--- src/rtl/ecc_pkg.sv ---
package ecc_pkg;
    // Bus and location geometry
    localparam int BUS_W  = 16;
    localparam int BYTE_W = 8;
    localparam int BIT_W  = 4;
    localparam int WORD_W = 12;
    localparam int LOC_W  = BIT_W + WORD_W;
    localparam int CNT_W  = 13;
    localparam int SIZE_W = 2;

    // Register indices
    localparam int REG_CTRL = 0;
    localparam int REG_MODE = 1;
    localparam int REG_STAT = 2;
    localparam int REG_PAR  = 3;
    localparam int REG_CPAR = 4;
    localparam int WIDE_BIT = 4;

    typedef struct packed {
        logic mul;
        logic chk;
        logic rec;
    } ecc_flags_t;

    typedef struct packed {
        logic [CNT_W-1:0]  cnt;
        logic [LOC_W-1:0]  par;
        logic [LOC_W-1:0]  cpar;
        ecc_flags_t        flags;
        logic [SIZE_W-1:0] size;
        logic              wide;
    } ecc_state_t;
endpackage

--- src/rtl/ecc_page_geometry.sv ---
module ecc_page_geometry
    import ecc_pkg::*;
#(
    parameter int BASE_BYTES  = 512,
    parameter int CHECK_BYTES = 4,
    parameter int SPARE_SHIFT = 5
) (
    input  logic [SIZE_W-1:0] size,
    input  logic              wide,
    output logic [CNT_W-1:0]  data_beats,
    output logic [CNT_W-1:0]  check_beats,
    output logic [CNT_W-1:0]  page_beats
);
    localparam int BW = CNT_W + 1;

    logic [BW-1:0] data_bytes;
    logic [BW-1:0] total_bytes;

    always_comb begin
        data_bytes  = BW'(BASE_BYTES) << size;
        total_bytes = data_bytes + (data_bytes >> SPARE_SHIFT);
        if (wide) begin
            data_beats  = CNT_W'(data_bytes >> 1);
            page_beats  = CNT_W'(total_bytes >> 1);
            check_beats = CNT_W'(CHECK_BYTES / 2);
        end else begin
            data_beats  = CNT_W'(data_bytes);
            page_beats  = CNT_W'(total_bytes);
            check_beats = CNT_W'(CHECK_BYTES);
        end
    end
endmodule

--- src/rtl/ecc_beat_parity.sv ---
module ecc_beat_parity
    import ecc_pkg::*;
(
    input  logic [BUS_W-1:0]  data,
    input  logic              wide,
    input  logic [WORD_W-1:0] word,
    output logic [LOC_W-1:0]  p_inc,
    output logic [LOC_W-1:0]  n_inc
);
    logic [BUS_W-1:0] masked;
    logic             beat_par;

    assign masked   = wide ? data : {{(BUS_W-BYTE_W){1'b0}}, data[BYTE_W-1:0]};
    assign beat_par = ^masked;

    // Bit-offset part of the location: split bits by one index bit
    for (genvar k = 0; k < BIT_W; k++) begin : g_bitpos
        logic [BUS_W-1:0] hi_m;
        for (genvar j = 0; j < BUS_W; j++) begin : g_mask
            assign hi_m[j] = 1'(j >> k);
        end
        assign p_inc[k] = ^(masked & hi_m);
        assign n_inc[k] = ^(masked & ~hi_m);
    end

    // Word-address part: whole-beat parity routed by address bit
    for (genvar m = 0; m < WORD_W; m++) begin : g_wordpos
        assign p_inc[BIT_W+m] = word[m] & beat_par;
        assign n_inc[BIT_W+m] = ~word[m] & beat_par;
    end
endmodule

--- src/rtl/ecc_syndrome_class.sv ---
module ecc_syndrome_class
    import ecc_pkg::*;
(
    input  logic [LOC_W-1:0] sp,
    input  logic [LOC_W-1:0] sn,
    output ecc_flags_t       flags
);
    localparam int SW = 2 * LOC_W;

    logic [SW-1:0] syn;
    logic          nonzero;
    logic          single;
    logic          data_err;

    always_comb begin
        syn      = {sn, sp};
        nonzero  = |syn;
        single   = nonzero && ((syn & (syn - SW'(1))) == '0);
        data_err = ((sp ^ sn) == '1);
        flags.rec = nonzero;
        flags.chk = nonzero && !data_err && single;
        flags.mul = nonzero && !data_err && !single;
    end
endmodule

--- src/rtl/ecc_page_engine.sv ---
module ecc_page_engine
    import ecc_pkg::*;
#(
    parameter int BASE_DATA_BYTES = 512,
    parameter int REG_AW          = 3,
    parameter int REG_DW          = 32
) (
    input  logic              clk,
    input  logic              rst_n,
    input  logic              bus_valid,
    input  logic              bus_cle,
    input  logic              bus_ale,
    input  logic [BUS_W-1:0]  bus_data,
    input  logic              reg_we,
    input  logic [REG_AW-1:0] reg_addr,
    input  logic [REG_DW-1:0] reg_wdata,
    output logic [REG_DW-1:0] reg_rdata
);
    ecc_state_t st_q, st_d;

    logic [CNT_W-1:0] data_beats, check_beats, page_beats;
    logic [CNT_W-1:0] idx;
    logic [LOC_W-1:0] inc_p, inc_n;
    logic [LOC_W-1:0] chk_p, chk_n;
    logic [LOC_W-1:0] acc_p, acc_n;
    ecc_flags_t       cls;
    logic             beat, clr, mode_wr, fresh, in_data, in_chk, last_chk;
    logic             wdata_unused;

    assign wdata_unused = ^reg_wdata[REG_DW-1:WIDE_BIT+1] ^ ^reg_wdata[WIDE_BIT-1:SIZE_W];

    ecc_page_geometry #(.BASE_BYTES(BASE_DATA_BYTES)) u_geom (
        .size        (st_q.size),
        .wide        (st_q.wide),
        .data_beats  (data_beats),
        .check_beats (check_beats),
        .page_beats  (page_beats)
    );

    ecc_beat_parity u_par (
        .data  (bus_data),
        .wide  (st_q.wide),
        .word  (st_q.cnt[WORD_W-1:0]),
        .p_inc (inc_p),
        .n_inc (inc_n)
    );

    ecc_syndrome_class u_cls (
        .sp    (acc_p),
        .sn    (acc_n),
        .flags (cls)
    );

    // Beat decode and accumulator update values
    always_comb begin
        beat     = bus_valid && !bus_cle && !bus_ale;
        clr      = reg_we && (reg_addr == REG_AW'(REG_CTRL)) && reg_wdata[0];
        mode_wr  = reg_we && (reg_addr == REG_AW'(REG_MODE));
        fresh    = (st_q.cnt == '0);
        in_data  = (st_q.cnt < data_beats);
        in_chk   = !in_data && (st_q.cnt < (data_beats + check_beats));
        idx      = st_q.cnt - data_beats;
        last_chk = in_chk && (idx == (check_beats - CNT_W'(1)));

        chk_p = '0;
        chk_n = '0;
        if (in_chk) begin
            if (st_q.wide) begin
                if (idx == CNT_W'(0))      chk_p = bus_data;
                else if (idx == CNT_W'(1)) chk_n = bus_data;
            end else begin
                case (idx[1:0])
                    2'd0:    chk_p[BYTE_W-1:0]      = bus_data[BYTE_W-1:0];
                    2'd1:    chk_p[LOC_W-1:BYTE_W]  = bus_data[BYTE_W-1:0];
                    2'd2:    chk_n[BYTE_W-1:0]      = bus_data[BYTE_W-1:0];
                    default: chk_n[LOC_W-1:BYTE_W]  = bus_data[BYTE_W-1:0];
                endcase
            end
        end

        acc_p = (fresh ? '0 : st_q.par)  ^ (in_data ? inc_p : '0) ^ chk_p;
        acc_n = (fresh ? '0 : st_q.cpar) ^ (in_data ? inc_n : '0) ^ chk_n;
    end

    // Next state
    always_comb begin
        st_d = st_q;
        if (beat) begin
            st_d.par   = acc_p;
            st_d.cpar  = acc_n;
            st_d.flags = fresh ? '0 : st_q.flags;
            if (last_chk) st_d.flags = cls;
            st_d.cnt   = (st_q.cnt == (page_beats - CNT_W'(1))) ? '0 : st_q.cnt + CNT_W'(1);
        end
        if (mode_wr) begin
            st_d.size = reg_wdata[SIZE_W-1:0];
            st_d.wide = reg_wdata[WIDE_BIT];
        end
        if (clr) begin
            st_d.cnt   = '0;
            st_d.par   = '0;
            st_d.cpar  = '0;
            st_d.flags = '0;
        end
    end

    always_ff @(posedge clk) begin
        if (!rst_n) st_q <= '0;
        else        st_q <= st_d;
    end

    // Register read mux
    always_comb begin
        reg_rdata = '0;
        case (reg_addr)
            REG_AW'(REG_MODE): begin
                reg_rdata[SIZE_W-1:0] = st_q.size;
                reg_rdata[WIDE_BIT]   = st_q.wide;
            end
            REG_AW'(REG_STAT): reg_rdata[2:0]       = st_q.flags;
            REG_AW'(REG_PAR):  reg_rdata[LOC_W-1:0] = st_q.par;
            REG_AW'(REG_CPAR): reg_rdata[LOC_W-1:0] = st_q.cpar;
            default:           reg_rdata            = '0;
        endcase
    end
endmodule

--- config.mk ---
export PLATFORM = sky130hd
export DESIGN_NAME = ecc_page_engine
export DESIGN_NICKNAME = d
export VERILOG_FILES = /design/src/rtl/ecc_pkg.sv /design/src/rtl/ecc_page_geometry.sv /design/src/rtl/ecc_beat_parity.sv /design/src/rtl/ecc_syndrome_class.sv /design/src/rtl/ecc_page_engine.sv
export SDC_FILE = /design/constraint.sdc
export NUM_CORES = 1
export LEC_CHECK = 0
export BUFFER_PORTS_ARGS = -buffer_cell sky130_fd_sc_hd__buf_2
export CORE_MARGIN = 2
export CORE_UTILIZATION = 38
export CTS_BUF_LIST = sky130_fd_sc_hd__clkbuf_8
export DETAILED_ROUTE_END_ITERATION = 7
export PLACE_DENSITY_LB_ADDON = 0.1
export REMOVE_ABC_BUFFERS = 1
export SLEW_MARGIN = 20
export SYNTH_ARGS = -nofsm -noshare
export SYNTH_HDL_FRONTEND = slang
export SYNTH_HIERARCHICAL = 1
export SYNTH_SLANG_ARGS = --single-unit
--- constraint.sdc ---
create_clock -name clk -period 4.6 [get_ports clk]
set_input_delay 0.46 -clock clk [delete_from_list [all_inputs] [get_ports clk]]
set_output_delay 0.46 -clock clk [all_outputs]
set_load 0.005 [all_outputs]
==> flow_metrics.py <==
metrics = {
    "final_layout": {
        "nNetsFinal": 1643,
        "fin_util_pct": 51.2,
        "layout-drive-gt1-share_pct": 31.8,
        "largest_reg_flops": 51,
        "final_area_um2": 12400,
        "largestRegisters": "st_q x51",
        "regMostFlops": "st_q",
        "antenna_cells": 0,
        "area_growth_pct": 32.7,
    },
    "critical_path": {
        "worstPathArrival_ns": 5.04,
        "cp-start-kind": "flop",
        "required_ns": 4.88,
        "worstSetupPathType": "flop to flop",
        "crit_path_max_fanout": 7,
        "end_kind": "flop",
    },
    "clock_network": {
        "clk_path_buf_depth": 2,
        "clkLatencyLatePin_ns": 0.34,
        "cts_max_level": 2,
        "cts_tree": "yes",
        "clock_sinks": 51,
        "clkSlewWorstSetupHoldPaths_ns": 0.11,
        "cts_root_buffer": "clkbuf_8",
        "cts_buffers": 5,
    },
    "die": {
        "placeableCoreArea_um2": 24200,
        "io_pins": 89,
        "initial_core_util_pct": 38.6,
        "dieArea_um2": 25800,
        "die_h_um": 161,
        "row_count": 57,
        "fp.dieW_um": 161,
    },
    "sta": {
        "slew_violations": 0,
        "max_freq_mhz": 210,
        "setup_viol": 2,
        "fin_tns_setup_ns": -0.308,
        "grt_setup_unrepaired": "yes",
        "slew_headroom_pct": 29.7,
        "finalCritPeriodShare_pct": 104,
        "worst_pin_slew_ns": 1.05,
        "hold_viol": 0,
        "skew_ns": 0.0185,
        "fin_ws_ns": -0.169,
        "min_period_ns": 4.77,
    },
    "logic_synthesis": {
        "yosysTopAreaCell": "dfxtp_1",
        "seq_area_frac_synth_pct": 11.0,
        "post-synth-top-count-cell": "nand2_1",
        "synth_simple_gate_area_share_pct": 29.5,
        "synth_cells": 1296,
        "yosysWarnings": 6,
        "synthArstFlopShare_pct": 0,
        "syn_area_per_cell_um2": 7.19,
        "ys.flop_type": "dfxtp_1",
        "synth_cell_type_count": 89,
        "synthMuxAreaShare_pct": 2.38,
        "synth_compound_area_share_pct": 23.9,
        "synth_common_cells": "149 x nand2_1, 116 x xnor2_1, 83 x nor2_1, 58 x a21oi_1",
        "synth_seq_cells": 51,
        "ys_top_cells_by_area": "dfxtp_1 11%, xnor2_1 11%, nand2_1 6.0%",
        "synth_top_cell_area_share_pct": 11.0,
        "syn_area_um2": 9320,
        "synth_top_family_by_area": "simple AND/OR/NAND/NOR gates",
        "synth_xor_area_share_pct": 17.4,
        "synthAdderAreaFrac_pct": 6.04,
        "synth_edf_count": 0,
    },
    "drt": {
        "antenna_left": 0,
        "first_pass_iters": 5,
        "wl_per_cell_um": 19.1,
        "drc": 0,
        "via_per_inst": 5.56,
        "wl_mm": 35.7,
        "vias": 10378,
        "first_iter_violations": 828,
    },
    "grt": {
        "antenna_found_initial": 0,
        "grt_overflow": 0,
        "grt_max_degree": 40,
        "grtUsageTotal_pct": 27.1,
        "grt_pass1_wl_mm": 55.0,
        "grt_pass1_vias": 9804,
    },
    "pwr": {
        "ir_drop_mv": 0.117,
        "power.density_nw_per_um2": 197,
        "finalPower_mw": 2.44,
        "leakagePower_nw": 4.85,
    },
    "worst_hold_path": {
        "min_path_type": "input pin to flop",
    },
    "run": {
        "cap_violations": 0,
    },
    "placed_design": {
        "placedInstanceArea_um2": 11300,
        "port_buffers": 43,
        "place_hpwl_mm": 27.5,
        "place_ws_ns": -0.467,
        "gp_congestion": 0.900,
    },
    "status": {
        "status": "finished with violations",
        "failed_checks": "negative setup slack",
    },
}
## cell type report
class                           count  area (um2)
Tap cell                          324         405
Sequential cell                    51        1030
Fill cell                        2459       11800
Timing Repair Buffer              335        2560
Multi-Input combinational cell   1111        8130
Inverter                           39         146
Clock buffer                        6        82.6
Clock inverter                      1        5.00
## per-stage QoR
step	instances	hold WS, ns
2_1_floorplan	1201	0.446
6_report	1867	0.383
5_1_grt	1867	0.384
3_3_place_gp	1823	0.461
3_5_place_dp	1823	0.465
4_1_cts	1852	0.372
## report_power, final
group          internal [mW]  switching (mW)
clock network          0.119           0.183
logic                  0.780           0.893
registers              0.451          0.0119
total                   1.35            1.09
## critical path: stages (launching register included)
cell	delay [ns]
dfxtp_4	0.38
buf_12	0.12
nand2b_4	0.08
and3b_1	0.18
inv_1	0.08
ha_4	0.17
a21o_1	0.19
or4_4	0.42
mux2i_2	0.21
or2_2	0.18
and4_4	0.23
nand2_2	0.14
buf_4	0.18
o311a_4	0.41
nor4_4	0.29
buf_4	0.16
nand4_1	0.18
nor3_4	0.27
buf_4	0.14
nand3b_1	0.08
a21oi_2	0.21
and3_4	0.23
nand2_2	0.04
mux2i_1	0.11
## cells by family (layout without fill, tap and decap cells)
group	Yosys count	count (layout)
mux	22	22
compound gates	301	301
buf+inv	170	381
fa+ha+maj	44	44
other cells	2	38
flops	51	51
xor+xnor	178	178
simple gates	528	528
## cells in the final DEF (no fill, tap or decap), types with 11 or more instances in the layout
| master | count |
|---|---|
| buf_4 | 269 |
| nand2_1 | 146 |
| xnor2_1 | 108 |
| nor2_1 | 78 |
| xor2_1 | 53 |
| nand3_1 | 51 |
| a21oi_1 | 49 |
| nor3_1 | 48 |
| dfxtp_1 | 48 |
| buf_2 | 44 |
| a31oi_1 | 42 |
| conb_1 | 38 |
| inv_1 | 35 |
| nor2b_1 | 33 |
| nor4_1 | 33 |
| ha_1 | 32 |
| o21ai_0 | 26 |
| mux2i_1 | 19 |
| nand4_1 | 18 |
| a211o_1 | 17 |
| o2bb2ai_1 | 17 |
| nor3b_1 | 15 |
| o21a_1 | 15 |
| xnor2_2 | 14 |
| buf_6 | 14 |
| nand2b_1 | 12 |
| a22o_1 | 12 |
| and2_1 | 11 |
| a211oi_1 | 11 |
## worst paths after layout
check,startpoint,end,slack [ns],depth (start not counted)
hold / removal,reg_wdata[4],st_q[0]$_SDFFE_PN0P_,0.38,3
hold reg to reg,st_q[3]$_SDFFE_PP0P_,st_q[3]$_SDFFE_PP0P_,0.48,2
setup / recovery,st_q[1]$_SDFFE_PN0P_,st_q[4]$_SDFFE_PP0P_,-0.17,23
setup reg to reg,st_q[1]$_SDFFE_PN0P_,st_q[4]$_SDFFE_PP0P_,-0.17,23
## routing by layer
metal,vias to the layer above,wire (um),GRT usage [%]
met4,0,1420,10.6
met3,63,2330,4.62
met5,-,0,0
met1,4853,16300,36.8
met2,362,15600,42.8
li1,5100,-,-
## timing repair
| item | in CTS | in global routing |
|---|---|---|
| endpoints found under the setup margin | 3 | 3 |
| resized for setup | 62 | 61 |
| cloned | 3 | 0 |
| pin swaps | 31 | 46 |
| buffers inserted | 19 | 17 |
| hold buffers | 0 | 0 |
Power figures use the tool's default switching activity.
